$ cat config.mk
export PLATFORM = sky130hd
export DESIGN_NAME = fpage_hold_buf
export DESIGN_NICKNAME = d
export VERILOG_FILES = /design/src/rtl/fphb_pkg.sv /design/src/rtl/fphb_rst_sync.sv /design/src/rtl/fphb_entry.sv /design/src/rtl/fphb_wsel.sv /design/src/rtl/fphb_ctrl.sv /design/src/rtl/fpage_hold_buf.sv
export SDC_FILE = /design/constraint.sdc
export NUM_CORES = 1
export LEC_CHECK = 0
export BUFFER_PORTS_ARGS = -buffer_cell sky130_fd_sc_hd__buf_2
export CORE_ASPECT_RATIO = 0.9
export CORE_MARGIN = 2
export CORE_UTILIZATION = 45
export DETAILED_ROUTE_END_ITERATION = 10
export PLACE_DENSITY_LB_ADDON = 0.1
export SLEW_MARGIN = 30
export SYNTH_ARGS = -nofsm -noshare
export SYNTH_HDL_FRONTEND = slang
export SYNTH_SLANG_ARGS = --single-unit
$ cat constraint.sdc
create_clock -name clk -period 2.75 [get_ports clk]
set_input_delay 0.4125 -clock clk [delete_from_list [all_inputs] [get_ports clk]]
set_output_delay 0.4125 -clock clk [all_outputs]
set_load 0.01 [all_outputs]
$ cat src/rtl/fphb_pkg.sv
package fphb_pkg;
  localparam logic [1:0] HT_IDLE   = 2'b00;
  localparam logic [1:0] HT_BUSY   = 2'b01;
  localparam logic [1:0] HT_NONSEQ = 2'b10;
  localparam logic [1:0] HT_SEQ    = 2'b11;

  typedef enum logic [2:0] {
    ST_IDLE = 3'd0,
    ST_HIT  = 3'd1,
    ST_MISS = 3'd2,
    ST_ERR1 = 3'd3,
    ST_ERR2 = 3'd4
  } fphb_state_e;

  typedef struct packed {
    logic xfr;
    logic mbe;
    logic sbe;
  } fphb_flags_t;
endpackage

$ cat src/rtl/fphb_rst_sync.sv
module fphb_rst_sync (
  input  logic clk,
  input  logic rst_n,
  output logic rst_sync_n
);
  logic [1:0] sync_q;
  logic [1:0] sync_d;

  assign sync_d = {sync_q[0], 1'b1};

  always_ff @(posedge clk or negedge rst_n) begin
    if (!rst_n) sync_q <= 2'b00;
    else        sync_q <= sync_d;
  end

  assign rst_sync_n = sync_q[1];
endmodule

$ cat src/rtl/fphb_entry.sv
module fphb_entry
  import fphb_pkg::*;
#(
  parameter int TAG_W  = 20,
  parameter int PAGE_W = 128
) (
  input  logic              clk,
  input  logic              rst_n,
  input  logic              fill_en,
  input  logic              inval,
  input  logic [TAG_W-1:0]  fill_tag,
  input  logic [PAGE_W-1:0] fill_page,
  input  fphb_flags_t       fill_flags,
  output logic              valid,
  output logic [TAG_W-1:0]  tag,
  output logic [PAGE_W-1:0] page,
  output fphb_flags_t       flags
);
  logic              valid_q, valid_d;
  logic [TAG_W-1:0]  tag_q, tag_d;
  logic [PAGE_W-1:0] page_q, page_d;
  fphb_flags_t       flags_q, flags_d;

  // invalidation has priority over a fill in the same cycle
  always_comb begin
    valid_d = valid_q;
    if (inval)        valid_d = 1'b0;
    else if (fill_en) valid_d = 1'b1;
  end

  always_comb begin
    tag_d   = fill_en ? fill_tag   : tag_q;
    page_d  = fill_en ? fill_page  : page_q;
    flags_d = fill_en ? fill_flags : flags_q;
  end

  always_ff @(posedge clk or negedge rst_n) begin
    if (!rst_n) valid_q <= 1'b0;
    else        valid_q <= valid_d;
  end

  // storage without reset: only read while valid_q is set
  always_ff @(posedge clk) begin
    tag_q   <= tag_d;
    page_q  <= page_d;
    flags_q <= flags_d;
  end

  assign valid = valid_q;
  assign tag   = tag_q;
  assign page  = page_q;
  assign flags = flags_q;
endmodule

$ cat src/rtl/fphb_wsel.sv
module fphb_wsel #(
  parameter int PAGE_W = 128,
  parameter int BUS_W  = 32,
  parameter int WSEL_W = 2
) (
  input  logic [PAGE_W-1:0] page,
  input  logic [WSEL_W-1:0] sel,
  output logic [BUS_W-1:0]  word
);
  localparam int LANES = PAGE_W / BUS_W;

  logic [BUS_W-1:0] lane [LANES];

  for (genvar g = 0; g < LANES; g++) begin : g_lane
    assign lane[g] = page[g*BUS_W +: BUS_W];
  end

  assign word = lane[sel];
endmodule

$ cat src/rtl/fphb_ctrl.sv
module fphb_ctrl
  import fphb_pkg::*;
#(
  parameter int TAG_W  = 20,
  parameter int WSEL_W = 2
) (
  input  logic              clk,
  input  logic              rst_n,
  input  logic [1:0]        htrans,
  input  logic [TAG_W-1:0]  req_tag,
  input  logic [WSEL_W-1:0] req_wsel,
  input  logic              req_emu_nz,
  input  logic              sw_en,
  input  logic              fl_done,
  input  logic              fl_ack,
  input  logic              fl_xfr_err,
  input  logic              fl_mbe,
  input  logic              fl_sbe,
  input  logic              ent_valid,
  input  logic [TAG_W-1:0]  ent_tag,
  input  logic              ent_sbe,
  output logic              hreadyout,
  output logic              hresp,
  output logic              ecc_alert,
  output logic              fl_req,
  output logic              fill_en,
  output logic              inval,
  output logic              sel_flash,
  output logic [TAG_W-1:0]  tag_q,
  output logic [WSEL_W-1:0] wsel_q,
  output fphb_state_e       state_q
);
  fphb_state_e       state_d;
  logic              done_q;
  logic [TAG_W-1:0]  tag_d;
  logic [WSEL_W-1:0] wsel_d;
  logic              fl_err, done_fall, accept, emu_inval, hit, miss_end;

  assign fl_err    = fl_xfr_err | fl_mbe;
  assign miss_end  = (state_q == ST_MISS) & fl_ack;
  assign done_fall = done_q & ~fl_done;

  always_comb begin
    if (state_q == ST_MISS) hreadyout = fl_ack & ~fl_err;
    else                    hreadyout = (state_q != ST_ERR1);
  end

  assign hresp     = (state_q == ST_ERR1) | (state_q == ST_ERR2);
  assign accept    = hreadyout & htrans[1];
  assign emu_inval = accept & (htrans == HT_NONSEQ) & req_emu_nz;
  assign inval     = done_fall | ~sw_en | emu_inval;
  assign fill_en   = miss_end & ~fl_err;
  assign hit       = accept & ent_valid & sw_en & ~inval & ~fill_en & (req_tag == ent_tag);

  assign fl_req    = (state_q == ST_MISS);
  assign sel_flash = (state_q == ST_MISS);
  assign ecc_alert = ((state_q == ST_HIT) & ent_sbe) | (fill_en & fl_sbe);

  always_comb begin
    state_d = state_q;
    if (miss_end && fl_err)      state_d = ST_ERR1;
    else if (state_q == ST_ERR1) state_d = ST_ERR2;
    else if (hreadyout)          state_d = accept ? (hit ? ST_HIT : ST_MISS) : ST_IDLE;
  end

  always_comb begin
    tag_d  = accept ? req_tag  : tag_q;
    wsel_d = accept ? req_wsel : wsel_q;
  end

  always_ff @(posedge clk or negedge rst_n) begin
    if (!rst_n) begin
      state_q <= ST_IDLE;
      done_q  <= 1'b0;
    end else begin
      state_q <= state_d;
      done_q  <= fl_done;
    end
  end

  always_ff @(posedge clk) begin
    tag_q  <= tag_d;
    wsel_q <= wsel_d;
  end
endmodule

$ cat src/rtl/fpage_hold_buf.sv
module fpage_hold_buf
  import fphb_pkg::*;
#(
  parameter int ADDR_W = 32,
  parameter int PAGE_W = 128,
  parameter int BUS_W  = 32,
  parameter int TAG_HI = 23,
  parameter int EMU_HI = 28,
  localparam int TAG_LO  = $clog2(PAGE_W / 8),
  localparam int TAG_W   = TAG_HI - TAG_LO + 1,
  localparam int WORD_LO = $clog2(BUS_W / 8),
  localparam int WSEL_W  = $clog2(PAGE_W / BUS_W),
  localparam int EMU_LO  = TAG_HI + 1
) (
  input  logic              clk,
  input  logic              rst_n,
  input  logic              sw_buf_en,
  input  logic              fl_done,
  input  logic [1:0]        htrans,
  input  logic [ADDR_W-1:0] haddr,
  output logic              hreadyout,
  output logic              hresp,
  output logic [BUS_W-1:0]  hrdata,
  output logic              ecc_alert,
  output logic              fl_req,
  output logic [TAG_W-1:0]  fl_page,
  input  logic              fl_ack,
  input  logic [PAGE_W-1:0] fl_rdata,
  input  logic              fl_xfr_err,
  input  logic              fl_mbe,
  input  logic              fl_sbe
);
  logic              rst_sync_n;
  logic              fill_en, inval, sel_flash, ent_valid;
  logic [TAG_W-1:0]  ent_tag, tag_q;
  logic [WSEL_W-1:0] wsel_q;
  logic [PAGE_W-1:0] ent_page, src_page;
  fphb_flags_t       ent_flags, fill_flags;
  fphb_state_e       state_q;
  logic              unused_bits;

  assign unused_bits = ^{haddr[ADDR_W-1:EMU_HI+1], haddr[WORD_LO-1:0],
                         ent_flags.xfr, ent_flags.mbe};

  fphb_rst_sync u_rst (
    .clk        (clk),
    .rst_n      (rst_n),
    .rst_sync_n (rst_sync_n)
  );

  fphb_ctrl #(.TAG_W(TAG_W), .WSEL_W(WSEL_W)) u_ctrl (
    .clk        (clk),
    .rst_n      (rst_sync_n),
    .htrans     (htrans),
    .req_tag    (haddr[TAG_HI:TAG_LO]),
    .req_wsel   (haddr[TAG_LO-1:WORD_LO]),
    .req_emu_nz (|haddr[EMU_HI:EMU_LO]),
    .sw_en      (sw_buf_en),
    .fl_done    (fl_done),
    .fl_ack     (fl_ack),
    .fl_xfr_err (fl_xfr_err),
    .fl_mbe     (fl_mbe),
    .fl_sbe     (fl_sbe),
    .ent_valid  (ent_valid),
    .ent_tag    (ent_tag),
    .ent_sbe    (ent_flags.sbe),
    .hreadyout  (hreadyout),
    .hresp      (hresp),
    .ecc_alert  (ecc_alert),
    .fl_req     (fl_req),
    .fill_en    (fill_en),
    .inval      (inval),
    .sel_flash  (sel_flash),
    .tag_q      (tag_q),
    .wsel_q     (wsel_q),
    .state_q    (state_q)
  );

  assign fill_flags = '{xfr: fl_xfr_err, mbe: fl_mbe, sbe: fl_sbe};

  fphb_entry #(.TAG_W(TAG_W), .PAGE_W(PAGE_W)) u_entry (
    .clk        (clk),
    .rst_n      (rst_sync_n),
    .fill_en    (fill_en),
    .inval      (inval),
    .fill_tag   (tag_q),
    .fill_page  (fl_rdata),
    .fill_flags (fill_flags),
    .valid      (ent_valid),
    .tag        (ent_tag),
    .page       (ent_page),
    .flags      (ent_flags)
  );

  // miss data bypasses the entry straight to the bus
  assign src_page = sel_flash ? fl_rdata : ent_page;

  fphb_wsel #(.PAGE_W(PAGE_W), .BUS_W(BUS_W), .WSEL_W(WSEL_W)) u_wsel (
    .page (src_page),
    .sel  (wsel_q),
    .word (hrdata)
  );

  assign fl_page = tag_q;
endmodule

==> Word level (Yosys, flattened, before mapping) <==
Cells that the tools add are included.
{ "totals": {"register_bits": 178, "wordCells": 58, "output_inout_bits": 56, "in_bits": 170} }
{ "op_classes": {"magnitude_cmp": 1, "n_eq_ne": 7, "muxes": 12, "n_bitwise": 25, "reduce_logical": 4} }
{ "ops": {"columns": ["cell", "n"], "rows": [
  ["128-bit two-way mux", 1],
  ["32-bit binary-select mux with 2-bit select", 1],
  ["32-bit two-way mux", 2],
  ["20-bit == test", 1],
  ["1-bit bitwise AND", 14],
  ["3-bit two-way mux", 4],
  ["3-bit by 2-bit == test with 1-bit output (second input constant)", 2],
  ["1-bit NOT", 5],
  ["1-bit bitwise OR", 5],
  ["5-bit OR reduction", 1],
  ["3-bit by 1-bit == test with 1-bit output (second input constant)", 1],
  ["3-bit == test (second input constant)", 1],
  ["3-bit greater-or-equal comparator (second input constant)", 1],
  ["1-bit two-way mux", 3],
  ["3-bit by 2-bit inequality test with 1-bit output (second input constant)", 1],
  ["2-bit NOT with 3-bit output", 1],
  ["3-bit nonzero test", 1],
  ["2-bit == test (second input constant)", 1],
  ["2-bit two-way mux", 1],
  ["2-bit nonzero test", 1],
  ["1-bit logical AND", 1]
]} }

==> Longest topological paths before layout <==
{ "logic_depth": {"ltp_word": 17, "mapped_depth": 7, "depth_no_buf": 5} }

==> Modules after synthesis <==
A second synthesis with hierarchy kept.
{ "unflattened": {"cells_unflattened": 419, "area_unflattened_um2": 8211.6} }
{ "by_module_without_submodules": {"columns": ["module", "cells_per_inst", "seq_area_each_um2", "instances", "area_each_um2"], "rows": [
  ["fphb_entry", 153, 4559.4, 1, 4569.4],
  ["fpage_hold_buf", 145, 0.0, 1, 1631.6],
  ["fphb_ctrl", 79, 760.7, 1, 1142.3],
  ["fphb_wsel", 39, 0.0, 1, 814.5],
  ["fphb_rst_sync", 3, 50.0, 1, 53.8]
]} }

==> Worst setup path after synthesis <==
No wires, ideal clock.
{ "synth_timing": {"path_type": "flip-flop to flip-flop", "startpoint": "register u_ctrl.state_q[2]", "endpoint": "register u_entry.flags_q, in the netlist u_entry.flags[0] (enable)", "path_buffers": 0, "period_less_slack_ns": 7.522, "setup_time_ns": 0.661, "arrival_time_ns": 6.861, "path_stages_with_launch": 4, "slack_ns": -4.772, "t_required_ns": 2.089, "cell_sequence": "dfrtp_1 nor2b_4 nand2b_2 nor2_1"} }
{ "synth_between": {"elab_chain_len": 3} }
{ "synth_rtl": {"columns": ["item", "line_no", "text"], "rows": [
  ["start: declaration", "fphb_ctrl.sv:31", "output fphb_state_e state_q"],
  ["start signal: assignment", "fphb_ctrl.sv:76", "state_q <= state_d;"],
  ["3-bit by 2-bit == test with 1-bit output", "fphb_ctrl.sv:40", "assign miss_end = (state_q == ST_MISS) & fl_ack;"],
  ["1-bit bitwise AND", "fphb_ctrl.sv:40", null],
  ["1-bit bitwise AND", "fphb_ctrl.sv:52", "assign fill_en = miss_end & ~fl_err;"],
  ["via fill_en", "fpage_hold_buf.sv:34", "logic fill_en, inval, sel_flash, ent_valid;"],
  ["end signal: assignment", "fphb_entry.sv:46", "flags_q <= flags_d;"],
  ["end: declaration", "fphb_entry.sv:22", "fphb_flags_t flags_q, flags_d;"]
]} }
The timed path passes the listed nets, and every way through them passes these cells.
A chain may end at the register's enable or synchronous reset.

==> Worst setup path in the final report <==
{ "layout_timing": {"startpoint": "register u_ctrl.state_q[2]", "endpoint": "output hrdata[29]"} }
{ "layout_between": {"elab_chain_len": 5} }
{ "layout_rtl": {"columns": ["item", "line_no", "text"], "rows": [
  ["3-bit by 2-bit == test with 1-bit output", "fphb_ctrl.sv:56", "assign sel_flash = (state_q == ST_MISS);"],
  ["128-bit two-way mux", "fpage_hold_buf.sv:96", "assign src_page = sel_flash ? fl_rdata : ent_page;"],
  ["32-bit binary-select mux with 2-bit select", "fphb_wsel.sv:18", "assign word = lane[sel];"],
  ["32-bit two-way mux (implied by the code) (2 in a row)", "fphb_wsel.sv:18", null],
  ["end: declaration", "fpage_hold_buf.sv:23", "output logic [BUS_W-1:0] hrdata,"]
]} }
No other way between the ends. The select of a mux whose other input is x is not followed.

==> summary by stage <==
Global route
Entering global routing, the biggest net connects 80 pins. The initial antenna violation count is 3. The global-route wire length before repair is 24700 µm. In the global route stage, overall resource usage came out at 0.182. The total overflow reported by the global router is 0. The number of global-route vias before repair was 4639.

Finish
The fraction of layout instances using a drive strength above 1 is 0.620. Leaving out filler cells and counting taps, the final layout contains 819. In the final design database the tool counted 763 nets.

The filler cells instantiated in the layout total 1255. The multi-input combinational cells in the finished layout cover a total of 0.00224 mm². Registers take 0.00531 mm². The area growth from synthesis to layout is 31.1%.

Yosys
The synthesized-area fraction occupied by xor and xnor cells is 0.0230. The synthesized-area fraction occupied by ao, oa, aoi and oai cells was 0.00823. A synthesized cell averages 21.8 µm². The area fraction in and, or, nand and nor cells after synthesis is 0.0171. The synthesized netlist contains 29 unique library cells. Yosys mapped a number of flops with a built-in enable equal to 171. Synthesis produced a netlist with a net count of 519. The adder and majority cell fraction of the synthesized area is 0.

Of all cell types, the one taking the most synthesized area is sky130_fd_sc_hd__edfxtp_1. Of the post-synthesis cell area, the part taken by muxes is 0.237. By area the synthesized netlist is led by sky130_fd_sc_hd__edfxtp_1 68%, sky130_fd_sc_hd__mux4_2 19%, sky130_fd_sc_hd__mux2_2 4.7%, sky130_fd_sc_hd__dfrtp_1 2.3%, sky130_fd_sc_hd__xnor2_1 1.8%.

Of all flip-flops after synthesis, the portion carrying an async set or reset was 0.0393. The synthesized instance count is 349. The most used flip-flop cell after synthesis is sky130_fd_sc_hd__edfxtp_1. The post-synthesis cell area is 0.00760 mm². The register area share after synthesis is 0.698. The main combinational cell family by area after synthesis is multiplexers. The number of warnings printed during yosys synthesis is 0.

The post-synthesis register bit count is 178. The fraction of post-synthesis cell area in the top cell type by area is 0.675.

Setup path
The depth of the worst register-to-register path is 3. STA classifies the critical path startpoint as a flip-flop. The critical path class is reg2out.

The flop-to-flop setup slack is 580 ps. Of all nets on the critical path, the largest fanout is 13. The endpoint identified for the worst register-to-register timing path is u_ctrl.tag_q[10]. The worst reg2reg path startpoint is u_ctrl.state_q[0]. The worst setup path is captured at an output pin. The critical path data required time is 2340 ps. The arrival time at the worst endpoint is 2320 ps.

Job
The count of max-cap constraint violations is 0.

Timing
At the pin with the least slew margin, the transition time is 541 ps. The achievable clock frequency is 366 MHz. Hold is met by 88.9 ps. The worst pin sits at a relative slew slack of 0.637.

The worst path in the final design needs a cycle of 2730 ps, including I/O delays and setup. The final-report hold violation count is 0. The final-report setup violation count is 0. The share of the clock period used by the worst path after layout is 0.994. Setup repair after global routing could not meet its margin everywhere. The clock arrives with 8.07 ps of skew. Adding up every negative setup slack in the final design gives 0 ps. After layout, the worst setup slack is 17.5 ps. The count of pins over their slew limit came to 0.

Detailed routing
Dividing the detail-routed wire length by the instance count gives 19.5 µm. The DRC violations left is 0. The detailed router placed 4377 vias in this run. After detailed routing, the total wire length is 16000 µm.

The number of vias per cell after detailed routing is 5.34. The first detailed-routing pass ran for 4 iterations. The remaining number of nets flagged by the antenna check after routing is 0.

The detailed router finished its first iteration with 347 violations.

Power
The leakage power is 3.72 nW. Across the VDD grid, the largest voltage drop is 0.000616 V. The total power draw is 0.00898 W. For this design the ratio of total power to cell area is 901 mW/mm².

Placed design
The worst setup timing slack at the placement stage is 190 ps. The count of buffers added on input and output ports is 220. The HPWL after detailed placement is 11100 µm. Routability-driven placement finished with a final weighted congestion of 0.799.

The number of placed cells counting well taps is 775.

Clocking
The clock reaches the later pin of the worst-skew pair after 420 ps. The CTS tree is yes. The number of buffers added by the clock tree synthesis step is 17. For this design, the sink count on the clock tree is 178. The H-tree generated during clock tree synthesis spans 4 levels.

The clock tree root buffer cell is sky130_fd_sc_hd__clkbuf_16. After clock tree synthesis, the clock-pin slew on the worst setup and hold paths is 70 ps. Counting along the longest clock path gives a buffer depth of 2.

Outcome
The flow ran to the end, and the final reports show no timing, DRC or antenna violations.

Floorplan
The initial utilization of the core area, before any placement, comes to 0.455. The die covers 0.0180 mm². The die is 141 µm wide.

The boundary pin count is 226. After floorplanning, the core was divided into 45 placement rows. From bottom edge to top edge, the die measures 127 µm. The region available for standard cell placement spans 0.0167 mm².

Worst hold path
The worst hold-check path type is reg2async.
[Yosys cell counts (2+ instances only)]
| cell type | count |
|---|---|
| sky130_fd_sc_hd__o21ai_0 | 3 |
| sky130_fd_sc_hd__xor2_1 | 4 |
| sky130_fd_sc_hd__dfrtp_1 | 7 |
| sky130_fd_sc_hd__mux4_2 | 64 |
| sky130_fd_sc_hd__buf_6 | 5 |
| sky130_fd_sc_hd__nor2_1 | 6 |
| sky130_fd_sc_hd__nor4_1 | 2 |
| sky130_fd_sc_hd__clkbuf_1 | 9 |
| sky130_fd_sc_hd__mux2_2 | 32 |
| sky130_fd_sc_hd__buf_2 | 2 |
| sky130_fd_sc_hd__a21oi_1 | 2 |
| sky130_fd_sc_hd__xnor2_1 | 16 |
| sky130_fd_sc_hd__nand2_1 | 4 |
| sky130_fd_sc_hd__inv_1 | 2 |
| sky130_fd_sc_hd__nor3_1 | 2 |
| sky130_fd_sc_hd__buf_1 | 2 |
| sky130_fd_sc_hd__edfxtp_1 | 171 |
| sky130_fd_sc_hd__nand4_1 | 5 |
[placed cells by master, fill, tap and decap left out, types with 2 or more instances in the layout]
| cell | instances |
|---|---|
| sky130_fd_sc_hd__clkbuf_16 | 17 |
| sky130_fd_sc_hd__nor2_1 | 5 |
| sky130_fd_sc_hd__buf_6 | 21 |
| sky130_fd_sc_hd__mux4_2 | 64 |
| sky130_fd_sc_hd__clkinvlp_4 | 2 |
| sky130_fd_sc_hd__a21oi_1 | 2 |
| sky130_fd_sc_hd__nand2_1 | 4 |
| sky130_fd_sc_hd__xor2_1 | 4 |
| sky130_fd_sc_hd__buf_2 | 199 |
| sky130_fd_sc_hd__o21ai_0 | 3 |
| sky130_fd_sc_hd__buf_16 | 2 |
| sky130_fd_sc_hd__dfrtp_1 | 7 |
| sky130_fd_sc_hd__nor3_1 | 2 |
| sky130_fd_sc_hd__mux2_2 | 19 |
| sky130_fd_sc_hd__clkinv_8 | 2 |
| sky130_fd_sc_hd__mux2_4 | 13 |
| sky130_fd_sc_hd__buf_12 | 7 |
| sky130_fd_sc_hd__edfxtp_1 | 171 |
| sky130_fd_sc_hd__diode_2 | 2 |
| sky130_fd_sc_hd__inv_8 | 2 |
| sky130_fd_sc_hd__nand4_1 | 5 |
| sky130_fd_sc_hd__inv_6 | 6 |
| sky130_fd_sc_hd__buf_4 | 13 |
| sky130_fd_sc_hd__inv_1 | 2 |
| sky130_fd_sc_hd__xnor2_1 | 16 |
| sky130_fd_sc_hd__nor4_1 | 2 |
[logic make-up (layout without fill, tap and decap cells)]
family | Yosys count | after routing
buffers and inverters | 21 | 278
xor gates and xnor gates | 20 | 20
AOI/OAI and AO/OA | 10 | 10
muxes | 96 | 96
DFF | 178 | 178
other | 1 | 3
and+or+nand+nor | 23 | 23
[registers in the layout (all words and copies together), names as in the netlist]
signal and cells:
u_ctrl.done_q 1, u_ctrl.state_q 3, u_ctrl.tag_q 20, u_ctrl.wsel_q 2
u_entry.flags 1, u_entry.page 128, u_entry.tag 20, u_entry.valid 1
u_rst.sync_q 2
[where the power goes]
group / leakage [nW] / internal, W / switching [W]
clock: 0.285 / 0.00129 / 0.00111
sequential: 1.65 / 0.00324 / 0.0000826
combinational: 1.79 / 0.00194 / 0.00131
total: 3.72 / 0.00648 / 0.00250
[critical path: stages, from the launching register on]
cell	delay (ps)
sky130_fd_sc_hd__dfrtp_1	410
sky130_fd_sc_hd__nor2b_4	160
sky130_fd_sc_hd__nand2b_4	100
sky130_fd_sc_hd__inv_12	120
sky130_fd_sc_hd__buf_16	170
sky130_fd_sc_hd__mux4_2	520
sky130_fd_sc_hd__mux2_2	290
sky130_fd_sc_hd__buf_6	120
[final cells by class]
| cell class | instances | area share |
|---|---|---|
| diodes | 2 | 0.000502 |
| multi-input cells | 150 | 0.225 |
| clock inverters | 15 | 0.0167 |
| inverters | 3 | 0.00238 |
| clock buffers | 17 | 0.0427 |
| repair buffers | 243 | 0.154 |
| well taps | 211 | 0.0265 |
| flip-flops and latches | 178 | 0.533 |
[metal layers]
metal	vias up	global-route usage	routed length (µm)
met1	2243	0.240	6960
met4	2	0.0535	247
met2	148	0.282	7490
li1	1967	-	-
met3	17	0.0765	1270
met5	-	0	13
[worst max-delay path by stage]
| stage | from | end | slack, ps |
|---|---|---|---|
| 6_report | u_ctrl.state_q[2] | hrdata[29] | 20 |
| 5_1_grt | u_ctrl.state_q[2] | hrdata[24] | -100 |
| 4_1_cts | u_ctrl.state_q[2] | hrdata[29] | -20 |
| 3_5_place_dp | u_ctrl.state_q[2] | hrdata[0] | 190 |
| 3_3_place_gp | u_ctrl.state_q[2] | hrdata[28] | 230 |
| 2_1_floorplan | u_ctrl.state_q[2] | u_entry.flags[0] | -540 |
[timing repair]
action                                 4_1_cts  5_1_grt
gates cloned                                 1        0
endpoints found under the hold margin        2        0
setup buffers                                6        2
gates resized for setup                      9       32
setup endpoints to repair                   32       32
hold buffers                                 1        0
[through the flow]
stage | cell area (µm²) | util
floorplan | 7610 | -
global placement | 9060 | 0.542
detailed placement | 9060 | 0.542
CTS | 9790 | 0.585
global route | 9970 | 0.596
finish | 9970 | 0.596
Power figures use the tool's default switching activity.
